<file path="src/rtl/scm_pkg.sv">
package scm_pkg;

  parameter int unsigned CAL_MASK_W = 9;

  typedef struct packed {
    logic                  incr;
    logic [1:0]            wsel;
    logic [CAL_MASK_W-1:0] mask;
  } cal_cfg_t;

  // Number of halvings of the window; bit 1 of the select has priority
  function automatic logic [1:0] win_shift(input logic [1:0] wsel);
    if (wsel[1])      return 2'd2;
    else if (wsel[0]) return 2'd1;
    else              return 2'd0;
  endfunction

  function automatic logic [CAL_MASK_W-1:0] bit_rev(input logic [CAL_MASK_W-1:0] v);
    logic [CAL_MASK_W-1:0] r;
    for (int i = 0; i < CAL_MASK_W; i++) r[i] = v[CAL_MASK_W-1-i];
    return r;
  endfunction

endpackage

</file>
<file path="src/rtl/scm_cfg_stage.sv">
module scm_cfg_stage
  import scm_pkg::*;
(
  input  logic     clk,
  input  logic     rst_n,
  input  logic     wr_stb,
  input  cal_cfg_t cfg_in,
  input  logic     win_end,
  output cal_cfg_t cfg_act,
  output logic     pend
);

  cal_cfg_t stg_q, stg_d;
  cal_cfg_t act_q, act_d;
  logic     pend_q, pend_d;

  always_comb begin
    stg_d  = stg_q;
    act_d  = act_q;
    pend_d = pend_q;
    if (wr_stb)  stg_d = cfg_in;
    if (win_end) act_d = stg_q;
    if (wr_stb)       pend_d = 1'b1;
    else if (win_end) pend_d = 1'b0;
  end

  always_ff @(posedge clk or negedge rst_n) begin
    if (!rst_n) begin
      stg_q  <= '0;
      act_q  <= '0;
      pend_q <= 1'b0;
    end else begin
      stg_q  <= stg_d;
      act_q  <= act_d;
      pend_q <= pend_d;
    end
  end

  assign cfg_act = act_q;
  assign pend    = pend_q;


  act_hold_chk: assert property (@(posedge clk) disable iff (!rst_n)
    !win_end |=> $stable(act_q));


  pend_clr_chk: assert property (@(posedge clk) disable iff (!rst_n)
    $fell(pend_q) |-> $past(win_end) && !$past(wr_stb));


  wr_keep_chk: assert property (@(posedge clk) disable iff (!rst_n)
    wr_stb |=> pend_q);

endmodule

</file>
<file path="src/rtl/scm_window_ctr.sv">
module scm_window_ctr
  import scm_pkg::*;
#(
  parameter int unsigned CNT_W = 20
)(
  input  logic                  clk,
  input  logic                  rst_n,
  input  logic [1:0]            wsel,
  output logic                  win_end,
  output logic                  slot_hit,
  output logic [CAL_MASK_W-1:0] slot_idx
);

  localparam int unsigned SLOT_W = CNT_W - CAL_MASK_W;

  logic [CNT_W-1:0] ctr_q, ctr_d, last_val;

  always_comb begin
    last_val = {CNT_W{1'b1}} >> win_shift(wsel);
    win_end  = (ctr_q >= last_val);
    ctr_d    = win_end ? '0 : ctr_q + CNT_W'(1);
    slot_hit = (ctr_q[SLOT_W-1:0] == '0);
    slot_idx = ctr_q[CNT_W-1:SLOT_W];
  end

  always_ff @(posedge clk or negedge rst_n) begin
    if (!rst_n) ctr_q <= '0;
    else        ctr_q <= ctr_d;
  end


  ctr_in_win_chk: assert property (@(posedge clk) disable iff (!rst_n)
    ctr_q <= last_val);


  wrap_zero_chk: assert property (@(posedge clk) disable iff (!rst_n)
    win_end |=> (ctr_q == '0));

endmodule

</file>
<file path="src/rtl/scm_pulse_gate.sv">
module scm_pulse_gate
  import scm_pkg::*;
(
  input  logic                  slot_hit,
  input  logic [CAL_MASK_W-1:0] slot_idx,
  input  cal_cfg_t              cfg,
  output logic                  pulse_en,
  output logic                  pulse_extra
);

  logic [CAL_MASK_W-1:0] mask_eff;
  logic                  hit_mask;
  logic                  hit_ins;

  always_comb begin
    mask_eff    = cfg.mask & ({CAL_MASK_W{1'b1}} << win_shift(cfg.wsel));
    hit_mask    = slot_hit && (bit_rev(slot_idx) < mask_eff);
    hit_ins     = slot_hit && cfg.incr;
    pulse_en    = !hit_mask || hit_ins;
    pulse_extra = hit_ins && !hit_mask;
  end

endmodule

</file>
<file path="src/rtl/smooth_cal_masker.sv">
module smooth_cal_masker
  import scm_pkg::*;
#(
  parameter int unsigned CNT_W    = 20,
  parameter int unsigned APRE_W   = 7,
  parameter int unsigned APRE_MIN = 3
)(
  input  logic                  clk,
  input  logic                  rst_n,
  input  logic                  cfg_wr,
  input  logic                  cfg_incr,
  input  logic [1:0]            cfg_wsel,
  input  logic [CAL_MASK_W-1:0] cfg_mask,
  input  logic [APRE_W-1:0]     apre_val,
  output logic                  cal_en,
  output logic                  cal_extra,
  output logic                  cal_pend,
  output logic                  cal_conflict
);

  cal_cfg_t              cfg_wr_val;
  cal_cfg_t              cfg_act;
  logic                  win_end;
  logic                  slot_hit;
  logic [CAL_MASK_W-1:0] slot_idx;

  assign cfg_wr_val = '{incr: cfg_incr, wsel: cfg_wsel, mask: cfg_mask};

  scm_cfg_stage u_stage (
    .clk     (clk),
    .rst_n   (rst_n),
    .wr_stb  (cfg_wr),
    .cfg_in  (cfg_wr_val),
    .win_end (win_end),
    .cfg_act (cfg_act),
    .pend    (cal_pend)
  );

  scm_window_ctr #(.CNT_W(CNT_W)) u_ctr (
    .clk      (clk),
    .rst_n    (rst_n),
    .wsel     (cfg_act.wsel),
    .win_end  (win_end),
    .slot_hit (slot_hit),
    .slot_idx (slot_idx)
  );

  scm_pulse_gate u_gate (
    .slot_hit    (slot_hit),
    .slot_idx    (slot_idx),
    .cfg         (cfg_act),
    .pulse_en    (cal_en),
    .pulse_extra (cal_extra)
  );

  assign cal_conflict = cfg_act.incr && (apre_val < APRE_W'(APRE_MIN));


  off_slot_chk: assert property (@(posedge clk) disable iff (!rst_n)
    !slot_hit |-> (cal_en && !cal_extra));


  no_loss_and_gain_chk: assert property (@(posedge clk) disable iff (!rst_n)
    !cal_en |-> !cal_extra);


  extra_needs_incr_chk: assert property (@(posedge clk) disable iff (!rst_n)
    cal_extra |-> cfg_act.incr);


  conflict_src_chk: assert property (@(posedge clk) disable iff (!rst_n)
    cal_conflict |-> cfg_act.incr);

endmodule

</file>
<file path="config.mk">
export PLATFORM = sky130hd
export DESIGN_NAME = smooth_cal_masker
export DESIGN_NICKNAME = d
export VERILOG_FILES = /design/src/rtl/scm_pkg.sv /design/src/rtl/scm_cfg_stage.sv /design/src/rtl/scm_window_ctr.sv /design/src/rtl/scm_pulse_gate.sv /design/src/rtl/smooth_cal_masker.sv
export SDC_FILE = /design/constraint.sdc
export NUM_CORES = 1
export LEC_CHECK = 0
export BUFFER_PORTS_ARGS = -buffer_cell sky130_fd_sc_hd__buf_2
export CORE_ASPECT_RATIO = 1.4
export CORE_MARGIN = 2
export CORE_UTILIZATION = 35
export CTS_CLUSTER_DIAMETER = 50
export DETAILED_ROUTE_END_ITERATION = 16
export GPL_ROUTABILITY_DRIVEN = 0
export GPL_TIMING_DRIVEN = 0
export RECOVER_POWER = 25
export SYNTH_ARGS = -nofsm -noshare
export SYNTH_HDL_FRONTEND = slang
export SYNTH_HIERARCHICAL = 1
export SYNTH_SLANG_ARGS = --single-unit
</file>
<file path="constraint.sdc">
create_clock -name clk -period 6.15 [get_ports clk]
set_clock_uncertainty 0.15 [all_clocks]
set_input_delay 1.5375 -clock clk [delete_from_list [all_inputs] [get_ports clk]]
set_output_delay 1.5375 -clock clk [all_outputs]
set_load 0.005 [all_outputs]
</file>
# == Yosys cells after proc, flatten, opt, wreduce, memory -nomap -nowiden ==
# Index checks and enable logic that the tools add are counted.
# classes
addsub,1
multipliers,0
div,0
magnitude_cmp,3
n_eq_ne,0
n_shift,2
muxes,5
bitwise,1
n_reduce_logical,8
# op_table
operator,count
"adder 20 x 1 -> 20 bit, second input constant",1
greater-or-equal comparator 20 bit,1
2-to-1 mux 20 bit,1
">> shifter 20 x 2 -> 20 bit, first input constant",1
logical NOT 11 bit,1
AND 9 bit,1
< comparator 9 bit,1
"<< shifter 9 x 2 -> 9 bit, first input constant",1
"< comparator 7 x 2 -> 1 bit, second input constant",1
logical AND 1 bit,4
2-to-1 mux 1 bit,3
2-to-1 mux 2 bit,1
nonzero test 2 bit,1
logical NOT 1 bit,1
logical OR 1 bit,1
# word_totals
reg_bits,45
latchBits,0
mem_bits_rw,0
romBits,0
inputBits,22
out_inout_bits,4
wordCells,28
memories,0

# == Longest topological paths before layout ==
# Gate-level depths: netlist (run 1).
# depth
depth_word,8
mapped_depth,9

# == Cells and area by module ==
# Netlist (run 1), hierarchy kept.
# modules_own_cells
module,n_inst,cells_each,area_each_um2,seq_area_each_um2
scm_window_ctr,1,126,1173.6,500.5
scm_cfg_stage,1,53,997.2,625.6
scm_pulse_gate,1,31,229.0,0.0
smooth_cal_masker,1,3,20.0,0.0

# == Worst setup path before layout (run 1) ==
# No wires, ideal clock.
# synth_timing
kind,input-to-output
start,input apre_val[5]
end,output cal_conflict
arrival_time_ns,1.984
required_ns,4.462
setup_slack_ns,2.479
cell_stages,2
path_buffers,0
cell_sequence,nor4_1 -> and4b_1
# synth_between
elab_chain_cells,2
# synth_lines
element,line,text
from (decl),smooth_cal_masker.sv:14,"input logic [APRE_W-1:0] apre_val,"
< comparator 7 x 2 -> 1 bit,smooth_cal_masker.sv:56,assign cal_conflict = cfg_act.incr && (apre_val < APRE_W'(APRE_MIN));
logical AND 1 bit,smooth_cal_masker.sv:56,
to (decl),smooth_cal_masker.sv:18,output logic cal_conflict
# No other way between the ends.

# == Worst setup path in the final report (run 1) ==
# Ends and elaborated chain as after synthesis.

==> out/qor.txt, run 1 <==
Status -> finished with violations
Failing checks -> capacitance limit, slew limit
Setup Viol. Count Final -> 0
Main synth FF type -> dfrtp_1
CP Data Required Time -> 4460 ps
Root Buffer -> clkbuf_8
FF-to-FF setup slack -> 2860 ps
Via-to-Cell Ratio -> 4.78
Non-Filler Instances -> 338
Minimum clock period -> 3870 ps
Synth Register Bits -> 45
Antenna Cells -> 0
Row cnt -> 35
Initial antenna violation count -> 0
Yosys top cell area share -> 46.5%
Cts hold-fix bufs -> 0
CTS tree -> yes
Clk_lat worst skew -> 300 ps
CP max FO -> 1
Final #Nets -> 280
Worst slew pin tran -> 2410 ps
Ratio of final minimum period to clock period -> 63.0%
Crit end category -> output pin
Clk sinks -> 45
Crit path DAT -> 2190 ps
Post-DP HPWL -> 3010 um
Final WL -> 4200 um
Pwr dens -> 197 nW/um^2
Max H-tree Level -> 2
Slew Limit Fails -> 46
Critical path type -> in2out
Ranking of synthesized cells by area -> dfrtp_1 47%, mux2_4 11%, ha_1 6.7%, xnor2_1 3.3%, buf_4 2.8%
Final Hold Viols -> 0
Most frequent cells after synthesis -> 45 x dfrtp_1, 18 x mux2_4, 18 x nor2_1
Detailed Routing Iterations Pass 1 -> 4
Final total power -> 0.000535 W
Synthesized Nets -> 248
RSZ-0062 raised after global routing -> no
Total grt overflow -> 0
Top-count cell post-synth -> dfrtp_1
First-pass GRT wire length -> 7340 um
Cell Area, Synth -> 2420 um^2
Die ar. -> 7600 um^2
Num CTS Buffers -> 5
Placed insts -> 330
I/O Pins -> 26
Total Routing Usage GR -> 12.7%
Postcts setup bufs -> 0
DRC -> 0
CP Launch Type -> input pin
Routed len/inst -> 12.4 um
Mapped Cells -> 213
Number of flops mapped to enable cells by yosys -> 0
Mean post-synth cell area -> 11.4 um^2
Die H -> 102 um
Initial Util -> 36.4%
Clk slew on worst S/H paths -> 90 ps
Post-synth ARST share -> 100%
Leak Pwr -> 1.21 nW
Post-synth top area cell -> dfrtp_1
ANT nets after route -> 0
Max Cap Viol -> 1
Core ar. -> 6660 um^2
Vias in the first global route -> 1572
Layout cells sized above 1 -> 26.8%
Fmax -> 258 MHz
Hold/Removal Path Class -> reg2reg
Clock Path Buffers -> 2
DP Worst Slack -> 2270 ps
Sequential area share after synthesis -> 46.5%
Max VDD drop -> 130 uV
Die X -> 74.3 um
Port Buf Inserts -> 25
Yosys cell types -> 38
YS warnings -> 6
DRT iter0 DRCs -> 56
Post-CTS sizing -> 0
Layout area overhead -> 11.9%
Setup WS post-layout -> 2280 ps
Via count -> 1616
Largest net degree at the start of global routing -> 46
Total negative slack -> 0 ps
Worst rel slew slack -> -61.0%
==> final cells by class <==
cell class              instances  area [um^2]
plain buffers                  13         92.6
clock buffers                   6         72.6
clock inverters                 2         15.0
fillers                       689         3950
inverters                      14         52.6
multi-input cells             141         1110
flip-flops and latches         45         1130
well taps                      92          115
repair buffers                 25          123
==> cells by family (layout without fill, tap and decap cells) <==
group | Yosys count | count (layout) | share of synthesized area, %
adders and majority gates | 13 | 13 | 6.72
muxes | 24 | 24 | 14.0
buffers and inverters | 27 | 60 | 6.31
other | 1 | 1 | 0.155
and+or+nand+nor | 67 | 67 | 15.7
DFF | 45 | 45 | 46.5
AOI/OAI and AO/OA | 24 | 24 | 6.31
xor gates and xnor gates | 12 | 12 | 4.34
==> report_power, final <==
group | total, W | switching (W) | internal (W)
Clock | 0.000185 | 0.000105 | 0.0000802
Combinational | 0.0000352 | 0.0000158 | 0.0000194
Sequential | 0.000314 | 0.00000682 | 0.000308
==> layout by cell type (no fill, tap or decap), types with 3 or more instances in the layout <==
cell      instances
dfrtp_1          45
a21oi_1           7
nor4_1            5
mux2_4           10
o21ai_0           6
nor2_1           18
clkbuf_1          4
clkbuf_8          5
mux2_1            8
nand3_1           8
or3_1             4
nand2_1          12
or4_1             4
buf_2            25
a21o_1            3
ha_1             13
buf_4             9
xor2_1            3
inv_1            14
xnor2_1           9
mux2_2            6
==> worst max-delay path, cell delays in order <==
cell and delay, ps:
buf_2 90, nor4_1 240, and4b_1 210, buf_2 110
==> final timing paths <==
check                                                start                              to  cells past startpoint
setup reg to reg           u_stage/cfg_act[10]$_DFFE_PN0P_  u_stage/cfg_act[7]$_DFFE_PN0P_                      8
min in group asynchronous                            rst_n        u_ctr/ctr_q[3]$_DFF_PN0_                      1
max in group asynchronous                            rst_n       u_ctr/ctr_q[18]$_DFF_PN0_                      1
setup / recovery                               apre_val[5]                    cal_conflict                      4
hold reg to reg                   u_stage/pend$_DFFE_PN0P_        u_stage/pend$_DFFE_PN0P_                      1
hold / removal                    u_stage/pend$_DFFE_PN0P_        u_stage/pend$_DFFE_PN0P_                      1
==> flip-flops by register name (all words and copies together) (netlist names) <==
signal / cells
u_stage/stg_q: 12
u_stage/pend: 1
u_ctr/ctr_q: 20
u_stage/cfg_act: 12
==> through the flow <==
stage	instance area [um^2]	hold WS, ps	utilization (%)
4_1_cts	2750	336	41.3
6_report	2710	330	40.7
3_3_place_gp	2660	310	40.0
5_1_grt	2710	361	40.7
3_5_place_dp	2660	314	40.0
2_1_floorplan	2420	305	-
==> metal layers <==
layer	track usage, %	wire (um)	vias up
met1	15.6	1800	774
met5	0	0	-
met4	5.36	87	0
li1	-	-	808
met3	2.66	118	6
met2	21.2	2190	28
(Power assumes the default switching activity.)
==> inputs of run 2 (changes only) <==
--- a/config.mk
+++ b/config.mk
@@ -5,6 +5,7 @@
 export SDC_FILE = /design/constraint.sdc
 export NUM_CORES = 1
 export LEC_CHECK = 0
+export ABC_AREA = 1
 export BUFFER_PORTS_ARGS = -buffer_cell sky130_fd_sc_hd__buf_2
 export CORE_ASPECT_RATIO = 1.4
 export CORE_MARGIN = 2
==> constraint.sdc (replaced) <==
create_clock -name clk -period 3.48 [get_ports clk]
set_clock_uncertainty 0.15 [all_clocks]
set_input_delay 0.87 -clock clk [delete_from_list [all_inputs] [get_ports clk]]
set_output_delay 0.87 -clock clk [all_outputs]
set_load 0.005 [all_outputs]
==> run 2 against run 1 <==
The flow still finishes with violations (capacitance limit, slew limit). Cell area increased by 6.9%. Critical path depth increased by 6. Sequential share of layout area decreased by 2.7 points. Power increased by 80%.
==> out/qor.txt, run 2 <==
Status -> finished with violations
Failing checks -> capacitance limit, slew limit
RR Startpoint -> u_stage/cfg_act[10]$_DFFE_PN0P_
Sequential area share after synthesis -> 44.1%
Fmax -> 330 MHz
Worst rel slew slack -> -60.1%
Routed len/inst -> 10.6 um
Ranking of synthesized cells by area -> dfrtp_1 44%, nand2_1 19%, ha_1 6.4%, nor2_1 6.3%, inv_1 4.0%
Most frequent cells in the layout -> 129 x nand2_1, 45 x dfrtp_1, 43 x nor2_1
Via-to-Cell Ratio -> 4.41
Slew Limit Fails -> 46
CP top delay family -> simple AND/OR/NAND/NOR gates
Hold Crit Start -> u_stage/pend$_DFFE_PN0P_
Clk_lat worst skew -> 300 ps
Ratio of final minimum period to clock period -> 87.0%
Layout area overhead -> 13.3%
Hold Path Depth -> 2
Post-DP HPWL -> 3770 um
Post-synth ARST share -> 100%
Die H -> 105 um
Minimum clock period -> 3030 ps
Via count -> 2025
DRT iter0 DRCs -> 69
Area occupied by multi-input gates -> 1200 um^2
Worst r2r dst -> u_stage/cfg_act[4]$_DFFE_PN0P_
Clk sinks -> 45
FF-to-FF setup slack -> 1140 ps
ANT nets after route -> 0
Die X -> 76.2 um
WP buf/inv -> 2
YS warnings -> 6
Total Routing Usage GR -> 13.6%
Register area -> 1130 um^2
Synthesized Nets -> 366
CP peak stage delay -> 410 ps
CP Launch Type -> flip-flop
Clock Path Buffers -> 2
Layout cells sized above 1 -> 17.3%
Top cell by count, worst path -> nand2_1
Worst slew pin tran -> 2400 ps
Yosys top cell area share -> 44.1%
Die ar. -> 8000 um^2
Detailed Routing Iterations Pass 1 -> 4
Hold/Removal Path Class -> reg2reg
DRC -> 0
Commonest non-fill, non-tap cell in the layout -> nand2_1
Slowest cell on the critical path -> dfrtp_1
I/O Pins -> 26
CP Data Required Time -> 2460 ps
Max Cap Viol -> 1
Final #Nets -> 398
WHS Endpoint -> u_stage/pend$_DFFE_PN0P_
First-pass GRT wire length -> 8820 um
Root Buffer -> clkbuf_8
Crit path DAT -> 2010 ps
Num CTS Buffers -> 5
Antenna Cells -> 0
Max reg flops -> 20
Max VDD drop -> 258 uV
Total negative slack -> 0 ps
Final WL -> 4870 um
CP max FO -> 3
Cell chain of the critical path -> inv_1 -> ha_1 -> nand3_1 -> nor4_2 -> nand3b_1 -> nor2_1 -> nand2_1 -> nor2_2 -> nand2_1 -> buf_2
Synth Register Bits -> 45
Cell Area, Synth -> 2550 um^2
Core ar. -> 7030 um^2
Cts hold-fix bufs -> 0
RSZ-0062 raised after global routing -> no
Hold_ws -> 317 ps
Number of flops mapped to enable cells by yosys -> 0
Crit end category -> output pin
CTS tree -> yes
Main synth FF type -> dfrtp_1
Initial antenna violation count -> 0
Mean post-synth cell area -> 7.72 um^2
Vias in the first global route -> 1975
Filler Cells Inserted -> 765
Largest net degree at the start of global routing -> 46
Yosys cell types -> 26
Pwr dens -> 332 nW/um^2
Row cnt -> 36
Critical path type -> reg2out
Max H-tree Level -> 2
Leak Pwr -> 1.47 nW
Total grt overflow -> 0
Postcts setup bufs -> 0
Largest reg by FF count -> u_ctr/ctr_q
Port Buf Inserts -> 25
Most frequent cells after synthesis -> 129 x nand2_1, 45 x dfrtp_1, 43 x nor2_1
Final Hold Viols -> 0
Mapped Cells -> 331
Top-count cell post-synth -> nand2_1
Setup Viol. Count Final -> 0
Initial Util -> 36.3%
Post-CTS sizing -> 0
R2R depth -> 13
Post-synth top area cell -> dfrtp_1
Clk slew on worst S/H paths -> 90 ps
-- run 2: changes by cell type after synthesis, sizes merged, moves of 4 or more --
cell   delta
nand2   +120
or4       -5
o21ai     -7
inv      +15
or3       -4
mux2     -24
nand3     +8
xnor2     -5
a21oi     -5
xor2      +4
nor4      -4
nor2     +34
-- run 2: worst reg2reg max path, cell delays in order (launching register included) --
cell     delay, ps
dfrtp_1        460
or2_2          320
ha_1           300
nand2_1         60
nor2_1          90
nand3_1         80
nor2_1          90
nand2_1         80
nand2_2        110
buf_6          170
inv_2           80
buf_6          140
nand2_1         60
nand2_1         40
-- run 2: cell families (layout without fill, tap and decap cells) --
kind of cell,Yosys count,count (layout),share of synthesized area [%]
AND/OR/NAND/NOR,211,211,34.7
flip-flops,45,45,44.1
buffers and inverters,44,77,9.26
adder cells (fa/ha/maj),13,13,6.37
XOR/XNOR,11,11,3.77
AO/OA/AOI/OAI,6,6,1.62
other,1,1,0.147
-- run 2: metrics by stage --
step | util (%) | worst slack [ps] | power (W) | std cells | area, um^2
2_1_floorplan | - | 1070 | 0.000596 | 331 | 2550
3_3_place_gp | 39.8 | 544 | 0.000626 | 451 | 2800
3_5_place_dp | 39.8 | 570 | 0.000628 | 451 | 2800
4_1_cts | 41.2 | 218 | 0.000975 | 459 | 2890
5_1_grt | 41.2 | 139 | 0.00101 | 459 | 2890
6_report | 41.2 | 451 | 0.000960 | 459 | 2890
-- run 2: how the worst max path moves through the flow --
stage                             startpoint  cells after the start      to
floorplan           u_ctr/ctr_q[0]$_DFF_PN0_                      9  cal_en
global placement    u_ctr/ctr_q[0]$_DFF_PN0_                     10  cal_en
detailed placement  u_ctr/ctr_q[0]$_DFF_PN0_                     10  cal_en
CTS                 u_ctr/ctr_q[0]$_DFF_PN0_                     10  cal_en
global route        u_ctr/ctr_q[0]$_DFF_PN0_                     10  cal_en
finish              u_ctr/ctr_q[0]$_DFF_PN0_                     10  cal_en
-- run 2: layout make-up --
| type | count | share of cell area (%) |
|---|---|---|
| Buffer | 15 | 4.28 |
| Clock buffer | 6 | 2.85 |
| Clock inverter | 2 | 0.476 |
| Inverter | 29 | 3.76 |
| Multi-Input combinational cell | 242 | 41.4 |
| Sequential cell | 45 | 38.9 |
| Tap cell | 95 | 4.11 |
| Timing Repair Buffer | 25 | 4.24 |
-- run 2: layer usage --
layer  global-route usage (%)  vias up  routed length (um)
li1                         -     1067                   -
met2                     27.1       32                2730
met3                     1.81        5                 132
met1                     14.4      921                1940
met5                        0        -                   0
met4                     4.29        0                  65
-- run 2: report_power, final --
part / leakage [nW] / switching, W / internal [W] / total (W)
registers: 0.583 / 0.0000106 / 0.000542 / 0.000552
clock network: 0.0512 / 0.000185 / 0.000161 / 0.000346
logic: 0.837 / 0.0000363 / 0.0000250 / 0.0000612
